**src/rtl/pme_pkg.sv**
```systemverilog
package pme_pkg;

    localparam int RID_W      = 16;
    localparam int WORD_W     = 32;
    localparam int STS_BIT    = 16;
    localparam int RSVD_W     = WORD_W - RID_W - 2;
    localparam int QUEUE_DEPTH = 4;

    typedef logic [RID_W-1:0] rid_t;

    typedef struct packed {
        logic [RSVD_W-1:0] rsvd;
        logic              pend;
        logic              sts;
        rid_t              rid;
    } pme_word_t;

    function automatic pme_word_t make_word(input logic pend, input logic sts, input rid_t rid);
        pme_word_t w;
        w.rsvd = '0;
        w.pend = pend;
        w.sts  = sts;
        w.rid  = rid;
        return w;
    endfunction

endpackage

```
**src/rtl/pme_rid_queue.sv**
```systemverilog
module pme_rid_queue #(
    parameter int DEPTH = pme_pkg::QUEUE_DEPTH,
    parameter int W     = pme_pkg::RID_W
) (
    input  logic         clk,
    input  logic         rst,
    input  logic         push_req,
    input  logic         pop,
    input  logic [W-1:0] din,
    output logic [W-1:0] head,
    output logic         not_empty,
    output logic         drop
);
    localparam int PTR_W = (DEPTH > 1) ? $clog2(DEPTH) : 1;
    localparam int CNT_W = $clog2(DEPTH + 1);
    localparam logic [CNT_W-1:0] FULL_CNT = CNT_W'(DEPTH);
    localparam logic [PTR_W-1:0] LAST_PTR = PTR_W'(DEPTH - 1);

    logic [W-1:0]     mem [DEPTH];
    logic [PTR_W-1:0] rd_ptr, wr_ptr;
    logic [CNT_W-1:0] cnt;
    logic             accept;

    assign accept    = push_req && ((cnt != FULL_CNT) || pop);
    assign drop      = push_req && !accept;
    assign head      = mem[rd_ptr];
    assign not_empty = (cnt != '0);

    always_ff @(posedge clk) begin
        if (rst) begin
            rd_ptr <= '0;
            wr_ptr <= '0;
            cnt    <= '0;
        end else begin
            if (accept) begin
                mem[wr_ptr] <= din;
                wr_ptr      <= (wr_ptr == LAST_PTR) ? '0 : wr_ptr + 1'b1;
            end
            if (pop) begin
                rd_ptr <= (rd_ptr == LAST_PTR) ? '0 : rd_ptr + 1'b1;
            end
            cnt <= cnt + CNT_W'(accept) - CNT_W'(pop);
        end
    end

    a_r9_no_pop_empty: assert property (@(posedge clk) disable iff (rst)
        pop |-> not_empty);
    a_r9_drop_only_full: assert property (@(posedge clk) disable iff (rst)
        drop |-> (cnt == FULL_CNT && !pop));
    a_r6_count_bound: assert property (@(posedge clk) disable iff (rst)
        cnt <= FULL_CNT);

endmodule

```
**src/rtl/pme_status_core.sv**
```systemverilog
module pme_status_core
    import pme_pkg::*;
(
    input  logic clk,
    input  logic rst,
    input  logic evt_valid,
    input  rid_t evt_rid,
    input  logic clr_req,
    input  rid_t q_head,
    input  logic q_not_empty,
    output logic q_push,
    output logic q_pop,
    output logic sts_q,
    output logic sts_nxt,
    output rid_t rid_q
);
    logic redel_q, redel_nxt;
    logic clr;
    rid_t rid_nxt;

    assign clr   = clr_req && sts_q;
    assign q_pop = redel_q;

    always_comb begin
        sts_nxt   = sts_q;
        rid_nxt   = rid_q;
        redel_nxt = 1'b0;
        q_push    = 1'b0;
        if (redel_q) begin
            sts_nxt = 1'b1;
            rid_nxt = q_head;
        end
        if (clr) begin
            sts_nxt   = 1'b0;
            redel_nxt = q_not_empty;
        end
        if (evt_valid) begin
            if (!sts_nxt && !redel_nxt) begin
                sts_nxt = 1'b1;
                rid_nxt = evt_rid;
            end else begin
                q_push = 1'b1;
            end
        end
    end

    always_ff @(posedge clk) begin
        if (rst) begin
            sts_q   <= 1'b0;
            rid_q   <= '0;
            redel_q <= 1'b0;
        end else begin
            sts_q   <= sts_nxt;
            rid_q   <= rid_nxt;
            redel_q <= redel_nxt;
        end
    end

    a_r2_load_idle: assert property (@(posedge clk) disable iff (rst)
        (evt_valid && !sts_q && !redel_q) |=> (sts_q && rid_q == $past(evt_rid)));
    a_r4_hold_without_clear: assert property (@(posedge clk) disable iff (rst)
        (sts_q && !clr_req) |=> sts_q);
    a_r5_gap_then_set: assert property (@(posedge clk) disable iff (rst)
        redel_q |=> sts_q);
    a_r5_gap_visible: assert property (@(posedge clk) disable iff (rst)
        redel_q |-> !sts_q);
    a_r3_busy_keeps_id: assert property (@(posedge clk) disable iff (rst)
        (sts_q && !clr_req) |=> $stable(rid_q));

endmodule

```
**src/rtl/pme_edge_out.sv**
```systemverilog
module pme_edge_out (
    input  logic clk,
    input  logic rst,
    input  logic sts_q,
    input  logic sts_nxt,
    input  logic irq_en,
    input  logic gpe_en,
    output logic irq,
    output logic gpe_assert,
    output logic gpe_deassert
);
    logic rise, fall;

    assign rise = sts_nxt && !sts_q;
    assign fall = !sts_nxt && sts_q;

    always_ff @(posedge clk) begin
        if (rst) begin
            irq          <= 1'b0;
            gpe_assert   <= 1'b0;
            gpe_deassert <= 1'b0;
        end else begin
            if (irq_en && rise) irq <= 1'b1;
            else if (irq_en && fall) irq <= 1'b0;
            gpe_assert   <= gpe_en && rise;
            gpe_deassert <= gpe_en && fall;
        end
    end

    a_r8_pulse_exclusive: assert property (@(posedge clk) disable iff (rst)
        $onehot0({gpe_assert, gpe_deassert}));
    a_r11_irq_frozen: assert property (@(posedge clk) disable iff (rst)
        !irq_en |=> $stable(irq));
    a_r11_gpe_silent: assert property (@(posedge clk) disable iff (rst)
        !gpe_en |=> (!gpe_assert && !gpe_deassert));
    a_r8_single_cycle: assert property (@(posedge clk) disable iff (rst)
        gpe_assert |=> !gpe_assert);

endmodule

```
**src/rtl/pme_root_tracker.sv**
```systemverilog
module pme_root_tracker
    import pme_pkg::*;
#(
    parameter int DEPTH = QUEUE_DEPTH
) (
    input  logic              clk,
    input  logic              rst,
    input  logic              evt_valid,
    input  logic [RID_W-1:0]  evt_rid,
    input  logic              wr_en,
    input  logic [WORD_W-1:0] wr_data,
    input  logic              irq_en,
    input  logic              gpe_en,
    output logic [WORD_W-1:0] status_word,
    output logic              irq,
    output logic              gpe_assert,
    output logic              gpe_deassert,
    output logic              overflow
);
    logic      q_push, q_pop, q_not_empty, q_drop;
    rid_t      q_head, rid_q;
    logic      sts_q, sts_nxt;
    logic      clr_req;
    pme_word_t word;
    logic      unused_wr_bits;

    assign clr_req        = wr_en && wr_data[STS_BIT];
    assign unused_wr_bits = ^{wr_data[WORD_W-1:STS_BIT+1], wr_data[STS_BIT-1:0]};

    pme_status_core u_core (
        .clk         (clk),
        .rst         (rst),
        .evt_valid   (evt_valid),
        .evt_rid     (evt_rid),
        .clr_req     (clr_req),
        .q_head      (q_head),
        .q_not_empty (q_not_empty),
        .q_push      (q_push),
        .q_pop       (q_pop),
        .sts_q       (sts_q),
        .sts_nxt     (sts_nxt),
        .rid_q       (rid_q)
    );

    pme_rid_queue #(.DEPTH(DEPTH), .W(RID_W)) u_queue (
        .clk       (clk),
        .rst       (rst),
        .push_req  (q_push),
        .pop       (q_pop),
        .din       (evt_rid),
        .head      (q_head),
        .not_empty (q_not_empty),
        .drop      (q_drop)
    );

    pme_edge_out u_edge (
        .clk          (clk),
        .rst          (rst),
        .sts_q        (sts_q),
        .sts_nxt      (sts_nxt),
        .irq_en       (irq_en),
        .gpe_en       (gpe_en),
        .irq          (irq),
        .gpe_assert   (gpe_assert),
        .gpe_deassert (gpe_deassert)
    );

    always_ff @(posedge clk) begin
        if (rst) overflow <= 1'b0;
        else     overflow <= q_drop;
    end

    assign word        = make_word(q_not_empty, sts_q, rid_q);
    assign status_word = word;

    a_r1_reserved_zero: assert property (@(posedge clk) disable iff (rst)
        status_word[WORD_W-1:STS_BIT+2] == '0);
    a_r9_overflow_pulse: assert property (@(posedge clk) disable iff (rst)
        overflow |-> $past(evt_valid));
    a_r4_rid_ro: assert property (@(posedge clk) disable iff (rst)
        (!evt_valid && !sts_q && !q_not_empty) |=> $stable(status_word[RID_W-1:0]));

endmodule

```
**config.mk**
```make
export PLATFORM = sky130hd
export DESIGN_NAME = pme_root_tracker
export DESIGN_NICKNAME = d
export VERILOG_FILES = /design/src/rtl/pme_pkg.sv /design/src/rtl/pme_rid_queue.sv /design/src/rtl/pme_status_core.sv /design/src/rtl/pme_edge_out.sv /design/src/rtl/pme_root_tracker.sv
export SDC_FILE = /design/constraint.sdc
export NUM_CORES = 1
export LEC_CHECK = 0
export BUFFER_PORTS_ARGS = -buffer_cell sky130_fd_sc_hd__buf_4
export CAP_MARGIN = 20
export CORE_MARGIN = 5
export CORE_UTILIZATION = 25
export DETAILED_ROUTE_END_ITERATION = 10
export GPL_TIMING_DRIVEN = 1
export PLACE_DENSITY = 0.52
export SLEW_MARGIN = 20
export SYNTH_ARGS = -nofsm -noshare
export SYNTH_HDL_FRONTEND = slang
export SYNTH_SLANG_ARGS = --single-unit
```
**constraint.sdc**
```tcl
create_clock -name clk -period 2.2 [get_ports clk]
set_input_delay 0.22 -clock clk [delete_from_list [all_inputs] [get_ports clk]]
set_output_delay 0.22 -clock clk [all_outputs]
set_load 0.01 [all_outputs]
```
==> results.yml <==
critical_path:
  crit_top_cell: "inv_1"
  required_ns: 2.42
  setup.worst_path.end_class: "flop"
  critPathKind: "reg2reg"
  critPathLaunchType: "flop"
  critPathMaxFanout: 4
  worst_ep_arrival_time_ns: 2.25
  cpPeakStageDelay_ns: 0.58
  critPathLaunch: "u_core.q_pop"
  crit_family: "simple AND/OR/NAND/NOR gates"
  crit_chain: "or4b_4, o2111ai_4, inv_1, ha_1, inv_1, fa_1, xor2_1, xnor2_1, nor2_1"
  reg2reg_from: "u_core.q_pop"
  critPathBufInv: 2
  critPathSlowestCell: "or4b_4"
final_layout:
  layout-drive-gt1-share: 0.324
  finalNonFillerCells: 469
  antenna_cells: 0
  post-route-util: 0.310
  nFillCells: 1479
  fin_nets: 338
  area_growth_pct: 22.3
  seqCellArea_um2: 2540
  final_area_um2: 4690
  multi_input_area_um2: 1120
synthesis:
  async_flop_share: 0
  synth_edf_count: 64
  syn_inst: 225
  synth-seq-area-share: 0.663
  synth-seq-cells: 95
  syn_area_per_cell_um2: 17.0
  synth_area_um2: 3830
  synth-main-ff-cell: "edfxtp_1"
  synth_cell_types: 39
  ys_warn_count: 0
routing:
  vias: 1988
  first_pass_iters: 3
  drc: 0
  wl_um: 7400
  wl_per_cell_um: 15.8
  vias_per_cell: 4.24
  detail-route-antenna-nets: 0
  drtIter0Drc: 87
sta:
  holdWs_ns: 0.0889
  fin_crit_sh: 0.923
  finalClockSkew_ns: 0.00760
  drv_slew: 0
  setup_viol: 0
  fmax_ghz: 0.493
  period_minus_slack_ns: 2.03
  rsz0062_at_grt: "no"
  final_hold_viol_count: 0
  tns_ns: 0
  fin_ws_ns: 0.170
global_route:
  antenna_found_initial: 0
  grt_pass1_vias: 2035
  grt_overflow: 0
  track_usage: 0.0847
  grt_max_degree: 19
  grt_first_pass_wirelength_um: 11200
place:
  dp_cells: 453
  io_buffers: 44
  gp_congestion: 0.688
  hpwl_um: 4660
  dpl_worst_slack_ns: 0.170
  placed_area_um2: 4380
power:
  p_seq_frac: 0.515
  p_int_mw: 3.03
  leakagePower_nw: 1.63
  swShare: 0.210
  p_comb_frac: 0.071
  vdd_drop_max_mv: 0.392
  p_sw_uw: 805
  finalPower_mw: 3.83
  p_per_area_nw_per_um2: 817
  power_frac_clock: 0.414
die:
  die_w_um: 134
  num_rows: 45
  start_util: 0.253
  core_area_um2: 15100
  die_h_um: 134
  num_io_pins: 90
  dieArea_um2: 17900
clock_network:
  cts.clk_slew.worst_paths_ns: 0.06
  ctsHoldBuffers: 0
  clock_latency_ns: 0.34
  cts_made_buffers: 9
  clock_sinks: 95
  cts_max_path_buffers: 2
  cts_setup_buffers: 0
  cts-root-buf: "clkbuf_16"
  ctsResizeCount: 0
  htree_levels: 3
  cts_tree: "built"
run_status:
  status: "completed"
min_path:
  hold_path_class: "in2reg"
  holdCritStartpoint: "evt_rid[5]"
job:
  drv_cap: 0
-- worst paths after layout --
| check | to | slack (ns) | cells past startpoint |
|---|---|---|---|
| worst min register to register | u_queue.wr_ptr[0] | 0.51 | 2 |
| worst max register to register | u_queue.cnt[2] | 0.17 | 9 |
| worst min-delay path | u_queue.mem[0][5] | 0.09 | 1 |
| worst max-delay path | u_queue.cnt[2] | 0.17 | 9 |
-- cell usage after synthesis (3+ instances only) --
cell / n / area (um^2)
and2_1: 5 / 31.3
dfxtp_1: 31 / 621
mux2i_1: 19 / 190
inv_1: 6 / 22.5
mux4_2: 16 / 360
buf_4: 18 / 135
buf_2: 3 / 15.0
edfxtp_1: 64 / 1920
ha_1: 7 / 87.6
nor2_1: 8 / 30.0
o2bb2ai_1: 16 / 140
-- worst reg2reg max path, stage by stage, from the launching register on --
cell	delay [ns]
dfxtp_1	0.35
or4b_4	0.58
o2111ai_4	0.13
inv_1	0.08
ha_1	0.19
inv_1	0.06
fa_1	0.17
xor2_1	0.18
xnor2_1	0.14
nor2_1	0.05
-- area by class of cell --
type	count	share of cell area
clock inverter	4	0.0112
multi-input combinational	111	0.239
sequential	95	0.542
timing repair buffer	53	0.0982
inverter	6	0.00480
clock buffer	12	0.0547
tap	188	0.0502
-- state kept, by name, summed over array words and instances (netlist names), named ones only --
signal and flops:
u_queue.mem 64, u_core.rid_q 16, u_queue.cnt 3, u_queue.rd_ptr 2, u_queue.wr_ptr 2, overflow 1
u_core.q_pop 1, u_core.sts_q 1, u_edge.gpe_assert 1, u_edge.gpe_deassert 1, u_edge.irq 1
-- cell families after synthesis --
group                      share of synthesized area
AOI/OAI and AO/OA                             0.0564
xor gates and xnor gates                     0.00457
adders and majority gates                     0.0281
buffers and inverters                         0.0581
DFF                                            0.663
muxes                                          0.144
other                                       0.000978
and+or+nand+nor                               0.0454
-- power groups by stage --
stage | combinational (mW) | sequential, mW | clock [mW]
6_report | 0.271 | 1.97 | 1.59
5_1_grt | 0.298 | 1.98 | 1.71
4_1_cts | 0.277 | 1.97 | 1.64
3_5_place_dp | 0.276 | 2.01 | 0
3_3_place_gp | 0.270 | 2.01 | 0
2_1_floorplan | 0.166 | 2.02 | 0
-- cells in the final DEF, fill, tap and decap left out, types with 5 or more instances in the layout --
cell / synthesis / final
edfxtp_1: 64 / 64
buf_4: 18 / 48
dfxtp_1: 31 / 31
mux2i_1: 19 / 19
mux4_2: 16 / 16
o2bb2ai_1: 16 / 16
conb_1: 1 / 14
clkbuf_16: 0 / 9
nor2_1: 8 / 8
ha_1: 7 / 7
inv_1: 6 / 6
and2_1: 5 / 5
buf_12: 1 / 5
-- layer usage --
| metal | global-route usage | vias to the layer above | wire (um) |
|---|---|---|---|
| met2 | 0.134 | 55 | 3540 |
| met5 | 0 | - | 0 |
| met1 | 0.103 | 987 | 3260 |
| met3 | 0.0356 | 8 | 526 |
| li1 | - | 938 | - |
| met4 | 0.0326 | 0 | 76 |
(Power assumes the default switching activity.)
